## config.mk

```make
export PLATFORM = sky130hd
export DESIGN_NAME = flash_cmd_decoder
export DESIGN_NICKNAME = d
export VERILOG_FILES = /design/src/rtl/fcd_pkg.sv /design/src/rtl/fcd_match.sv /design/src/rtl/fcd_seq.sv /design/src/rtl/fcd_ident.sv /design/src/rtl/flash_cmd_decoder.sv
export SDC_FILE = /design/constraint.sdc
export NUM_CORES = 1
export LEC_CHECK = 0
export ABC_AREA = 0
export BUFFER_PORTS_ARGS = -buffer_cell sky130_fd_sc_hd__clkbuf_2
export CORE_MARGIN = 4
export CORE_UTILIZATION = 53
export DETAILED_ROUTE_END_ITERATION = 10
export PLACE_DENSITY_LB_ADDON = 0.08
export SLEW_MARGIN = 20
export SYNTH_ARGS = -nofsm -noshare
export SYNTH_HDL_FRONTEND = slang
export SYNTH_SLANG_ARGS = --single-unit
```

## constraint.sdc

```tcl
create_clock -name clk -period 2.8 [get_ports clk]
set_clock_uncertainty 0.1 [all_clocks]
set_input_delay 0.14 -clock clk [delete_from_list [all_inputs] [get_ports clk]]
set_output_delay 0.14 -clock clk [all_outputs]
set_load 0.01 [all_outputs]
```

## src/rtl/fcd_pkg.sv

```systemverilog
package fcd_pkg;
  typedef enum logic [2:0] {
    MD_READ   = 3'd0,
    MD_IDENT  = 3'd1,
    MD_BYPASS = 3'd2,
    MD_PROG   = 3'd3,
    MD_ESETUP = 3'd4,
    MD_SUSP   = 3'd5,
    MD_ERR    = 3'd6
  } mode_e;

  typedef enum logic [3:0] {
    SQ_IDLE, SQ_U1, SQ_U2, SQ_PROG, SQ_E0, SQ_E1, SQ_E2, SQ_BPROG, SQ_BEXIT
  } seq_e;

  typedef enum logic [1:0] {BS_READ, BS_IDENT, BS_BYPASS} base_e;

  localparam logic [7:0] OP_KEY1   = 8'hAA;
  localparam logic [7:0] OP_KEY2   = 8'h55;
  localparam logic [7:0] OP_IDENT  = 8'h90;
  localparam logic [7:0] OP_PROG   = 8'hA0;
  localparam logic [7:0] OP_BYPASS = 8'h20;
  localparam logic [7:0] OP_ESETUP = 8'h80;
  localparam logic [7:0] OP_CHIP   = 8'h10;
  localparam logic [7:0] OP_BLOCK  = 8'h30;
  localparam logic [7:0] OP_RESET  = 8'hF0;
  localparam logic [7:0] OP_SUSP   = 8'hB0;
  localparam logic [7:0] OP_BEXIT  = 8'h00;
endpackage

```

## src/rtl/fcd_match.sv

```systemverilog
module fcd_match #(
  parameter int MATCH_W = 11
) (
  input  logic               byte_mode,
  input  logic [MATCH_W:0]   addr,
  input  logic [7:0]         data,
  output logic               hit_first,
  output logic               hit_second,
  output logic               at_cmd
);
  import fcd_pkg::*;
  localparam logic [MATCH_W-1:0] KEY_A = MATCH_W'('h555);
  localparam logic [MATCH_W-1:0] KEY_B = MATCH_W'('h2AA);
  localparam logic [MATCH_W:0]   WORD_A = {1'b0, KEY_A};
  localparam logic [MATCH_W:0]   WORD_B = {1'b0, KEY_B};
  localparam logic [MATCH_W:0]   BYTE_A = {KEY_A, 1'b0};
  localparam logic [MATCH_W:0]   BYTE_B = {KEY_B, 1'b1};

  logic [MATCH_W:0] key;
  logic [MATCH_W:0] cmp_a;
  logic [MATCH_W:0] cmp_b;

  always_comb begin
    if (byte_mode) begin
      key   = addr;
      cmp_a = BYTE_A;
      cmp_b = BYTE_B;
    end else begin
      key   = {1'b0, addr[MATCH_W-1:0]};
      cmp_a = WORD_A;
      cmp_b = WORD_B;
    end
  end

  assign at_cmd     = (key == cmp_a);
  assign hit_first  = at_cmd && (data == OP_KEY1);
  assign hit_second = (key == cmp_b) && (data == OP_KEY2);
endmodule

```

## src/rtl/fcd_seq.sv

```systemverilog
module fcd_seq #(
  parameter int ADDR_W = 17,
  parameter int DATA_W = 16
) (
  input  logic              clk,
  input  logic              rst_n,
  input  logic              wr_valid,
  input  logic [ADDR_W-1:0] wr_addr,
  input  logic [DATA_W-1:0] wr_data,
  input  logic              hit_first,
  input  logic              hit_second,
  input  logic              at_cmd,
  input  logic              ctl_lock,
  input  logic              ctl_erase_run,
  input  logic              ctl_add_open,
  input  logic              ctl_error,
  output logic              prog_go,
  output logic [ADDR_W-1:0] prog_addr,
  output logic [DATA_W-1:0] prog_data,
  output logic              chip_erase_go,
  output logic              blk_add_go,
  output logic [ADDR_W-1:0] blk_addr,
  output logic              suspend_go,
  output logic              resume_go,
  output logic              reset_go,
  output fcd_pkg::mode_e    mode
);
  import fcd_pkg::*;

  seq_e  seq;
  base_e base;
  logic  susp;
  logic [7:0] op;
  assign op = wr_data[7:0];

  always_ff @(posedge clk) begin
    if (!rst_n) begin
      seq <= SQ_IDLE; base <= BS_READ; susp <= 1'b0;
      prog_go <= 1'b0; chip_erase_go <= 1'b0; blk_add_go <= 1'b0;
      suspend_go <= 1'b0; resume_go <= 1'b0; reset_go <= 1'b0;
      prog_addr <= '0; prog_data <= '0; blk_addr <= '0;
    end else begin
      prog_go <= 1'b0; chip_erase_go <= 1'b0; blk_add_go <= 1'b0;
      suspend_go <= 1'b0; resume_go <= 1'b0; reset_go <= 1'b0;
      if (wr_valid && !ctl_lock) begin
        if (ctl_error) begin
          if (op == OP_RESET && (seq == SQ_IDLE || seq == SQ_U2)) begin
            reset_go <= 1'b1;
            seq <= SQ_IDLE;
            if (base != BS_BYPASS) base <= BS_READ;
          end else if (seq == SQ_IDLE && hit_first) seq <= SQ_U1;
          else if (seq == SQ_U1 && hit_second) seq <= SQ_U2;
          else seq <= SQ_IDLE;
        end else if (base == BS_BYPASS) begin
          seq <= SQ_IDLE;
          case (seq)
            SQ_BPROG: begin
              prog_go <= 1'b1; prog_addr <= wr_addr; prog_data <= wr_data;
            end
            SQ_BEXIT: if (op == OP_BEXIT) base <= BS_READ;
            default: begin
              if (op == OP_PROG) seq <= SQ_BPROG;
              else if (op == OP_IDENT) seq <= SQ_BEXIT;
            end
          endcase
        end else if (ctl_erase_run && !susp) begin
          seq <= SQ_IDLE;
          if (op == OP_SUSP) begin
            suspend_go <= 1'b1; susp <= 1'b1;
          end else if (op == OP_RESET) reset_go <= 1'b1;
          else if (op == OP_BLOCK && ctl_add_open) begin
            blk_add_go <= 1'b1; blk_addr <= wr_addr;
          end
        end else begin
          seq <= SQ_IDLE;
          case (seq)
            SQ_IDLE: begin
              if (op == OP_RESET) begin
                base <= BS_READ;
                if (!susp) reset_go <= 1'b1;
              end else if (hit_first) seq <= SQ_U1;
              else if (op == OP_BLOCK && susp && base == BS_READ) begin
                resume_go <= 1'b1; susp <= 1'b0;
              end else base <= BS_READ;
            end
            SQ_U1: if (hit_second) seq <= SQ_U2; else base <= BS_READ;
            SQ_U2: begin
              if (op == OP_RESET) begin
                base <= BS_READ;
                if (!susp) reset_go <= 1'b1;
              end else if (at_cmd && op == OP_IDENT) base <= BS_IDENT;
              else if (at_cmd && op == OP_PROG) seq <= SQ_PROG;
              else if (at_cmd && op == OP_BYPASS && !susp) base <= BS_BYPASS;
              else if (at_cmd && op == OP_ESETUP && !susp) seq <= SQ_E0;
              else base <= BS_READ;
            end
            SQ_PROG: begin
              prog_go <= 1'b1; prog_addr <= wr_addr; prog_data <= wr_data;
              base <= BS_READ;
            end
            SQ_E0: if (hit_first) seq <= SQ_E1; else base <= BS_READ;
            SQ_E1: if (hit_second) seq <= SQ_E2; else base <= BS_READ;
            SQ_E2: begin
              base <= BS_READ;
              if (at_cmd && op == OP_CHIP) chip_erase_go <= 1'b1;
              else if (op == OP_BLOCK) begin
                blk_add_go <= 1'b1; blk_addr <= wr_addr;
              end
            end
            default: base <= BS_READ;
          endcase
        end
      end
    end
  end

  always_comb begin
    if (ctl_error) mode = MD_ERR;
    else if (seq == SQ_PROG || seq == SQ_BPROG) mode = MD_PROG;
    else if (seq == SQ_E0 || seq == SQ_E1 || seq == SQ_E2) mode = MD_ESETUP;
    else if (base == BS_IDENT) mode = MD_IDENT;
    else if (base == BS_BYPASS) mode = MD_BYPASS;
    else if (susp) mode = MD_SUSP;
    else mode = MD_READ;
  end


  lock_quiet_chk: assert property (@(posedge clk) disable iff (!rst_n)
    $past(ctl_lock) |-> !(prog_go || chip_erase_go || blk_add_go || suspend_go || resume_go || reset_go));

  err_reset_only_chk: assert property (@(posedge clk) disable iff (!rst_n)
    $past(ctl_error) |-> !(prog_go || chip_erase_go || blk_add_go || suspend_go || resume_go));

  resume_read_chk: assert property (@(posedge clk) disable iff (!rst_n)
    (resume_go && !ctl_error) |-> (mode == MD_READ));

  prog_from_write_chk: assert property (@(posedge clk) disable iff (!rst_n)
    prog_go |-> $past(wr_valid));

  one_pulse_chk: assert property (@(posedge clk) disable iff (!rst_n)
    $onehot0({prog_go, chip_erase_go, blk_add_go, suspend_go, resume_go, reset_go}));
endmodule

```

## src/rtl/fcd_ident.sv

```systemverilog
module fcd_ident #(
  parameter int          DATA_W   = 16,
  parameter logic [15:0] MFR_CODE = 16'h0037,
  parameter logic [15:0] DEV_CODE = 16'h00A5
) (
  input  fcd_pkg::mode_e    mode,
  input  logic [1:0]        id_addr,
  input  logic              id_prot,
  output logic [DATA_W-1:0] id_word
);
  import fcd_pkg::*;
  always_comb begin
    id_word = '0;
    if (mode == MD_IDENT) begin
      case (id_addr)
        2'd0: id_word = DATA_W'(MFR_CODE);
        2'd1: id_word = DATA_W'(DEV_CODE);
        2'd2: id_word = DATA_W'(id_prot);
        default: id_word = '0;
      endcase
    end
  end
endmodule

```

## src/rtl/flash_cmd_decoder.sv

```systemverilog
module flash_cmd_decoder #(
  parameter int          ADDR_W   = 17,
  parameter int          DATA_W   = 16,
  parameter int          MATCH_W  = 11,
  parameter logic [15:0] MFR_CODE = 16'h0037,
  parameter logic [15:0] DEV_CODE = 16'h00A5
) (
  input  logic              clk,
  input  logic              rst_n,
  input  logic              byte_mode,
  input  logic              wr_valid,
  input  logic [ADDR_W-1:0] wr_addr,
  input  logic [DATA_W-1:0] wr_data,
  input  logic              ctl_lock,
  input  logic              ctl_erase_run,
  input  logic              ctl_add_open,
  input  logic              ctl_error,
  input  logic [1:0]        id_addr,
  input  logic              id_prot,
  output logic              prog_go,
  output logic [ADDR_W-1:0] prog_addr,
  output logic [DATA_W-1:0] prog_data,
  output logic              chip_erase_go,
  output logic              blk_add_go,
  output logic [ADDR_W-1:0] blk_addr,
  output logic              suspend_go,
  output logic              resume_go,
  output logic              reset_go,
  output logic [2:0]        mode,
  output logic [DATA_W-1:0] id_word
);
  import fcd_pkg::*;
  logic  hit_first, hit_second, at_cmd;
  mode_e mode_s;

  fcd_match #(.MATCH_W(MATCH_W)) u_match (
    .byte_mode(byte_mode), .addr(wr_addr[MATCH_W:0]), .data(wr_data[7:0]),
    .hit_first(hit_first), .hit_second(hit_second), .at_cmd(at_cmd));

  fcd_seq #(.ADDR_W(ADDR_W), .DATA_W(DATA_W)) u_seq (
    .clk(clk), .rst_n(rst_n), .wr_valid(wr_valid), .wr_addr(wr_addr), .wr_data(wr_data),
    .hit_first(hit_first), .hit_second(hit_second), .at_cmd(at_cmd),
    .ctl_lock(ctl_lock), .ctl_erase_run(ctl_erase_run), .ctl_add_open(ctl_add_open),
    .ctl_error(ctl_error), .prog_go(prog_go), .prog_addr(prog_addr), .prog_data(prog_data),
    .chip_erase_go(chip_erase_go), .blk_add_go(blk_add_go), .blk_addr(blk_addr),
    .suspend_go(suspend_go), .resume_go(resume_go), .reset_go(reset_go), .mode(mode_s));

  fcd_ident #(.DATA_W(DATA_W), .MFR_CODE(MFR_CODE), .DEV_CODE(DEV_CODE)) u_ident (
    .mode(mode_s), .id_addr(id_addr), .id_prot(id_prot), .id_word(id_word));

  assign mode = mode_s;


  ident_idle_chk: assert property (@(posedge clk) disable iff (!rst_n)
    (mode_s != MD_IDENT) |-> (id_word == '0));
endmodule

```

======== After elaboration in Yosys (flattened, before gate mapping) ========
Cells that the tools add are included.
Widths: inputs -> output; s select.
cells by class
  $lt $le $gt $ge ......................... 0
  multiplexer cells ....................... 93
  $mul .................................... 0
  eq/ne operators ......................... 46
  add/subtract/negate cells ............... 0
  div/mod/pow operators ................... 0
  shift-type cells ........................ 0
  bitwise gates (word level) .............. 7
  reductions and logical operators ........ 45
operators by type and width
  kind                count
  $mux 17             11
  $mux 16             5
  $mux 4              13
  $eq 8x8->1 const B  6
  $mux 2              19
  $mux 1              30
  $mux 3              9
  $mux 12             2
  $pmux 8 s3          1
  $pmux 4 s5          1
  $logic_and 1x1->1   17
  $eq 4x3->1 const B  4
  $eq 8x6->1 const B  2
  $ne 2x2->1 const B  7
  $eq 12x11->1        1
  $eq 12x12->1        1
  $reduce_and 12->1   1
  $mux 11             1
  $ne 2x1->1 const B  5
  $ne 5x5->1 const B  2
  $reduce_bool 2->1   5
  $reduce_and 9->1    1
  $eq 4x2->1 const B  2
  $eq 8x5->1 const B  1
  other kinds (27)    44
storage, ports and cells
  bits of input ports ..................... 44
  output and inout port bits .............. 75
  memories kept ........................... 0
  ROM bits ................................ 0
  logic and storage cells ................. 203
  RAM bits ................................ 0
  latch bits .............................. 0
  register bits after elaboration ......... 63

======== Logic depth before layout (Yosys ltp) ========
  depth in word-level cells ............... 13
  gate-level depth with buffers ........... 10
  gate-level depth less buffers ........... 6

======== By module ========
Synthesis repeated with hierarchy kept, for this count alone.
unflattened totals
  cell total of the unflattened synthesis .. 361
  area, all modules ....................... 3231.8 um^2
modules (own cells, without submodules)
  module     area each (um^2)  instances  sequential area each (um^2)  cells each
  fcd_seq    2807.7            1          1261.2                       307
  fcd_match  267.8             1          0.0                          35
  fcd_ident  156.4             1          0.0                          19

======== Worst setup path after synthesis ========
OpenSTA, ideal clock, no wires.
  kind .................................... register to output
  from .................................... register u_seq.seq[2]
  to ...................................... output id_word[4]
  setup slack ............................. 717 ps
  cell stages (with the launch flop) ...... 6
  arrival time ............................ 1843 ps
  required time ........................... 2560 ps
  buffers on the path ..................... 2
  cells stage by stage .................... dfxtp_1 clkbuf_1 and2b_1 or4b_2 nor3_1 buf_4
on the way
  word-level cells in the longest chain between the ends .. 8
  elaborated cells on any way between the ends .. 13
  those cells by class .................... eq/ne: 6; mux: 4; reduce/logical: 3
RTL lines
  element                         line                     RTL
  start, declared                 fcd_seq.sv:30            seq_e seq;
  start signal, assigned          fcd_seq.sv:38            seq <= SQ_IDLE; base <= BS_READ; susp <= 1'b0;
  start signal, assigned          fcd_seq.sv:49            seq <= SQ_IDLE;
  start signal, assigned          fcd_seq.sv:51            end else if (seq == SQ_IDLE && hit_first) seq <= SQ_U1;
  $eq 4x3->1                      fcd_seq.sv:120           else if (seq == SQ_E0 || seq == SQ_E1 || seq == SQ_E2) mode = MD_ESETUP;
  $logic_or 1x1->1 (2 in series)  fcd_seq.sv:120
  $mux 3                          fcd_seq.sv:120
  $mux 3 (*)                      fcd_seq.sv:119           else if (seq == SQ_PROG || seq == SQ_BPROG) mode = MD_PROG;
  $mux 3 (*)                      fcd_seq.sv:118           if (ctl_error) mode = MD_ERR;
  $eq 3x1->1 (*)                  fcd_ident.sv:14          if (mode == MD_IDENT) begin
  $mux 16 (*)                     fcd_ident.sv:14
  end, declared                   flash_cmd_decoder.sv:30  output logic [DATA_W-1:0] id_word
Mark *: on every way between the ends. The rest lies on a longest branch, timed or not.

======== Final worst setup path ========
  from .................................... register u_seq.seq[3]
  to ...................................... output id_word[7]
Same word-level chain as after synthesis.

==> Implementation_results.wiki <==
{| class="wikitable"
! Metric !! Value
|-
| Run status || complete, no violations
|-
| CTS tree || done
|-
| Synthesized area per cell || 8.86 um^2
|-
| Overflow left after global routing || 0
|-
| Post-route insts no fill || approximately 550
|-
| Number of warnings printed during yosys synthesis || 0
|-
| WL per Instance || 15.9 um
|-
| Vertical die dimension || ~85 um
|-
| Number of enable-type register cells in the synthesized netlist || 0
|-
| Antenna violations before repair || 0
|-
| Minimum setup slack among reg-to-reg paths || 620 ps
|-
| Critical path start-end classification || reg -> out
|-
| Critical register-to-register path endpoint || u_seq.seq[2]
|-
| Total wirelength of the detailed-routed design || 8.65 mm
|-
| Global-route wire length before repair || 13.9 mm
|-
| TritonCTS buffer count || 9
|-
| Vias in the first global route || 2855
|-
| CTS Sinks || 63
|-
| Dominant register cell in the synthesized netlist || sky130_fd_sc_hd__dfxtp_1
|-
| Latest clock arrival within the worst-skew pair || 340 ps
|-
| Vias per inst || 5.61
|-
| Area used by sequential logic in the layout || 0.00126 mm^2
|-
| RePlAce Congestion || 0.884
|-
| Maximum level of the CTS H-tree || 3
|-
| Setup ws final || 303 ps
|-
| CP Launch Point || u_seq.seq[3]
|-
| Count of vias placed by the detailed router || 3056
|-
| Io pins || 119
|-
| Setup crit end kind || output pin
|-
| Clock period minus final worst setup slack || roughly 2500 ps
|-
| Horizontal extent of the die || 85.3 um
|-
| Number of rows in the core area || 27
|-
| Largest net degree at the start of global routing || 56
|-
| Worst EP required || 2560 ps
|-
| Worst Reg-to-Reg Cells || 6
|-
| Power density cells || 442 mW/mm^2
|-
| Pre-CTS WS || 647 ps
|-
| Fraction of final layout cells sized beyond drive strength 1 || 0.294
|-
| Multi-input logic area || 0.00170 mm^2
|-
| Post-layout net count || 512
|-
| Post-route setup TNS || 0 ps
|-
| Worst-Margin Slew || between 500 and 600 ps
|-
| Number of flip-flops and latches in the synthesized netlist || 63
|-
| Fmax achieved || 401 MHz
|-
| Count of input and output buffers || about 110
|-
| Max-cap viol count || 0
|-
| Post-synthesis instance area || 0.00317 mm^2
|-
| Sequential fraction of the synthesis area || 0.398
|-
| Final number of hold-violating endpoints || 0
|-
| Area share of the largest cell type after synthesis || 0.398
|-
| Async set or reset register ratio after synthesis || 0
|-
| Worst hold path type || in -> reg
|-
| Number of diodes || 0
|-
| Iteration-0 DRC count of the detailed router || 253
|-
| Library cells used by synthesis || 55
|-
| Core Area || 0.00564 mm^2
|-
| Initial DRT Pass Iterations || 5
|-
| Pleak || 1.91 nW
|-
| Critical path endpoint || id_word[7]
|-
| Longest Clk Path Bufs || 2
|-
| Initial standard-cell utilization of the core || 0.562
|-
| Area leader, netlist || sky130_fd_sc_hd__dfxtp_1
|-
| Slew headroom || 0.603
|-
| ANT nets after route || 0
|-
| Gate count of the mapped netlist || between 300 and 400
|-
| Residual DRC count || 0
|-
| Filler cells || 471
|-
| Start of the worst register-to-register path || u_seq.seq[3]
|-
| Total count of max-transition violations in the final report || 0
|-
| Layout area overhead || 24.9%
|-
| Synth top area cells || sky130_fd_sc_hd__dfxtp_1 40%, sky130_fd_sc_hd__mux2i_1 16%, sky130_fd_sc_hd__nor2_1 7.7%
|-
| RSZ-0062 raised after global routing || false
|-
| Die ar. || 0.00728 mm^2
|-
| IR drop worst, VDD || approximately 0.00031 V
|-
| CTS clk-pin slew, worst paths || around 80 ps
|-
| Post-CTS sizing || 0
|-
| Final setup violating endpoints || 0
|-
| Arrival time of data at the critical path endpoint || 2260 ps
|-
| Placed Instances || approximately 500
|-
| Maximum net fanout on the critical path || 11
|-
| Critical path launch point type || flop
|-
| Post-DP HPWL || 5.96 mm
|-
| Library cell used as clock root buffer || sky130_fd_sc_hd__clkbuf_8
|-
| Number of cells on the worst hold path || 3
|-
| Share of the cycle needed by the critical path after routing || 0.892
|-
| GRT Total Usage || 0.237
|}
synthesized netlist by cell type (2+ instances only):
library cell / count
sky130_fd_sc_hd__nand2_1: 15
sky130_fd_sc_hd__nor3_1: 11
sky130_fd_sc_hd__buf_2: 7
sky130_fd_sc_hd__clkbuf_2: 2
sky130_fd_sc_hd__or4b_1: 2
sky130_fd_sc_hd__a21oi_1: 10
sky130_fd_sc_hd__nor3b_1: 4
sky130_fd_sc_hd__nor4_1: 4
sky130_fd_sc_hd__mux2i_1: 52
sky130_fd_sc_hd__nand3_1: 13
sky130_fd_sc_hd__nor4bb_1: 3
sky130_fd_sc_hd__or3_1: 4
sky130_fd_sc_hd__inv_1: 6
sky130_fd_sc_hd__buf_4: 12
sky130_fd_sc_hd__buf_6: 2
sky130_fd_sc_hd__nand4b_1: 2
sky130_fd_sc_hd__a22oi_1: 3
sky130_fd_sc_hd__o21ai_1: 2
sky130_fd_sc_hd__a31oi_1: 5
sky130_fd_sc_hd__nand4_1: 7
sky130_fd_sc_hd__and4bb_2: 2
sky130_fd_sc_hd__o21ai_0: 7
sky130_fd_sc_hd__nor2b_1: 6
sky130_fd_sc_hd__dfxtp_1: 63
sky130_fd_sc_hd__nor2_1: 65
sky130_fd_sc_hd__nand2b_1: 6
sky130_fd_sc_hd__o41ai_1: 3
sky130_fd_sc_hd__clkbuf_1: 12
sky130_fd_sc_hd__and4b_1: 2
stage by stage:
step	cell area (um^2)	total power, W	util	hold WS [ps]
6_report	3960	0.00175	0.702	15.3
5_1_grt	3960	0.00183	0.702	0.580
4_1_cts	3960	0.00176	0.702	9.81
3_5_place_dp	3640	0.00105	0.645	278
3_3_place_gp	3640	0.00105	0.645	270
2_1_floorplan	3200	0.000997	-	184
worst min-delay path by stage:
| stage | slack, ps | end | startpoint |
|---|---|---|---|
| after floorplan | 180 | u_seq.prog_addr[0] | wr_addr[0] |
| after global placement | 270 | u_seq.prog_data[14] | wr_data[14] |
| after detailed placement | 280 | u_seq.prog_data[8] | wr_data[8] |
| after CTS | 10 | u_seq.reset_go | ctl_erase_run |
| after global routing | 0.6 | u_seq.prog_data[1] | wr_data[1] |
| final | 20 | u_seq.reset_go | ctl_erase_run |
layout by cell type, fill, tap and decap left out, types with 4 or more instances in the layout:
master and instances:
sky130_fd_sc_hd__nand2b_1 6, sky130_fd_sc_hd__a31oi_1 5, sky130_fd_sc_hd__clkbuf_8 9, sky130_fd_sc_hd__inv_1 5
sky130_fd_sc_hd__a21oi_1 10, sky130_fd_sc_hd__nor3_1 11, sky130_fd_sc_hd__conb_1 10, sky130_fd_sc_hd__mux2i_1 52
sky130_fd_sc_hd__nor4_1 4, sky130_fd_sc_hd__dfxtp_1 63, sky130_fd_sc_hd__dlygate4sd3_1 15, sky130_fd_sc_hd__nor3b_1 4
sky130_fd_sc_hd__clkbuf_2 108, sky130_fd_sc_hd__nand3_1 12, sky130_fd_sc_hd__nor2b_1 6, sky130_fd_sc_hd__or3_1 4
sky130_fd_sc_hd__nand4_1 7, sky130_fd_sc_hd__nor2_1 65, sky130_fd_sc_hd__nand2_1 15, sky130_fd_sc_hd__o21ai_0 7
cell families (layout without fill, tap and decap cells):
logic type | count (synthesis) | count (layout) | share of synthesized area
buf+inv | 42 | 148 | 0.0773
other cells | 1 | 10 | 0.00118
simple gates | 162 | 162 | 0.281
flops | 63 | 63 | 0.398
mux | 53 | 53 | 0.168
compound gates | 37 | 37 | 0.0746
timing repair:
action | 4_1_cts | 5_1_grt
buffers inserted | 0 | 0
endpoints found under the setup margin | 0 | 0
hold buffers | 15 | 0
endpoints found under the hold margin | 20 | 0
where the power goes:
group / switching (W) / internal [W]
logic: 0.0000922 / 0.0000594
registers: 0.00000210 / 0.000896
clock network: 0.000381 / 0.000320
total: 0.000475 / 0.00128
per-layer routing:
layer  share of wire  up-vias  track usage
met2            0.48      156        0.402
met5               0        -            0
met4           0.022        0       0.0863
met1            0.40     1398        0.282
li1                -     1470            -
met3           0.090       32       0.0738
registers in the layout, summed over array words and instances, names as in the netlist:
| register | count |
|---|---|
| u_seq.prog_data | 16 |
| u_seq.blk_addr | 17 |
| u_seq.reset_go | 1 |
| u_seq.base | 2 |
| u_seq.seq | 4 |
| u_seq.prog_go | 1 |
| u_seq.prog_addr | 17 |
| u_seq.resume_go | 1 |
| u_seq.susp | 1 |
| u_seq.chip_erase_go | 1 |
| u_seq.suspend_go | 1 |
| u_seq.blk_add_go | 1 |
worst max-delay path: stages (launching register included):
cell and delay [ps]:
sky130_fd_sc_hd__dfxtp_1 510, sky130_fd_sc_hd__and3b_2 290, sky130_fd_sc_hd__or4b_2 670, sky130_fd_sc_hd__nor2_1 170, sky130_fd_sc_hd__and2_1 140, sky130_fd_sc_hd__clkbuf_2 120
final cells by class:
class                   count  share of cell area
flip-flops and latches     63               0.318
clock inverters             7              0.0120
clock buffers               9              0.0313
repair buffers            126               0.180
inverters                   6             0.00569
well taps                  72              0.0227
multi-input cells         262               0.430
(Power assumes the default switching activity.)
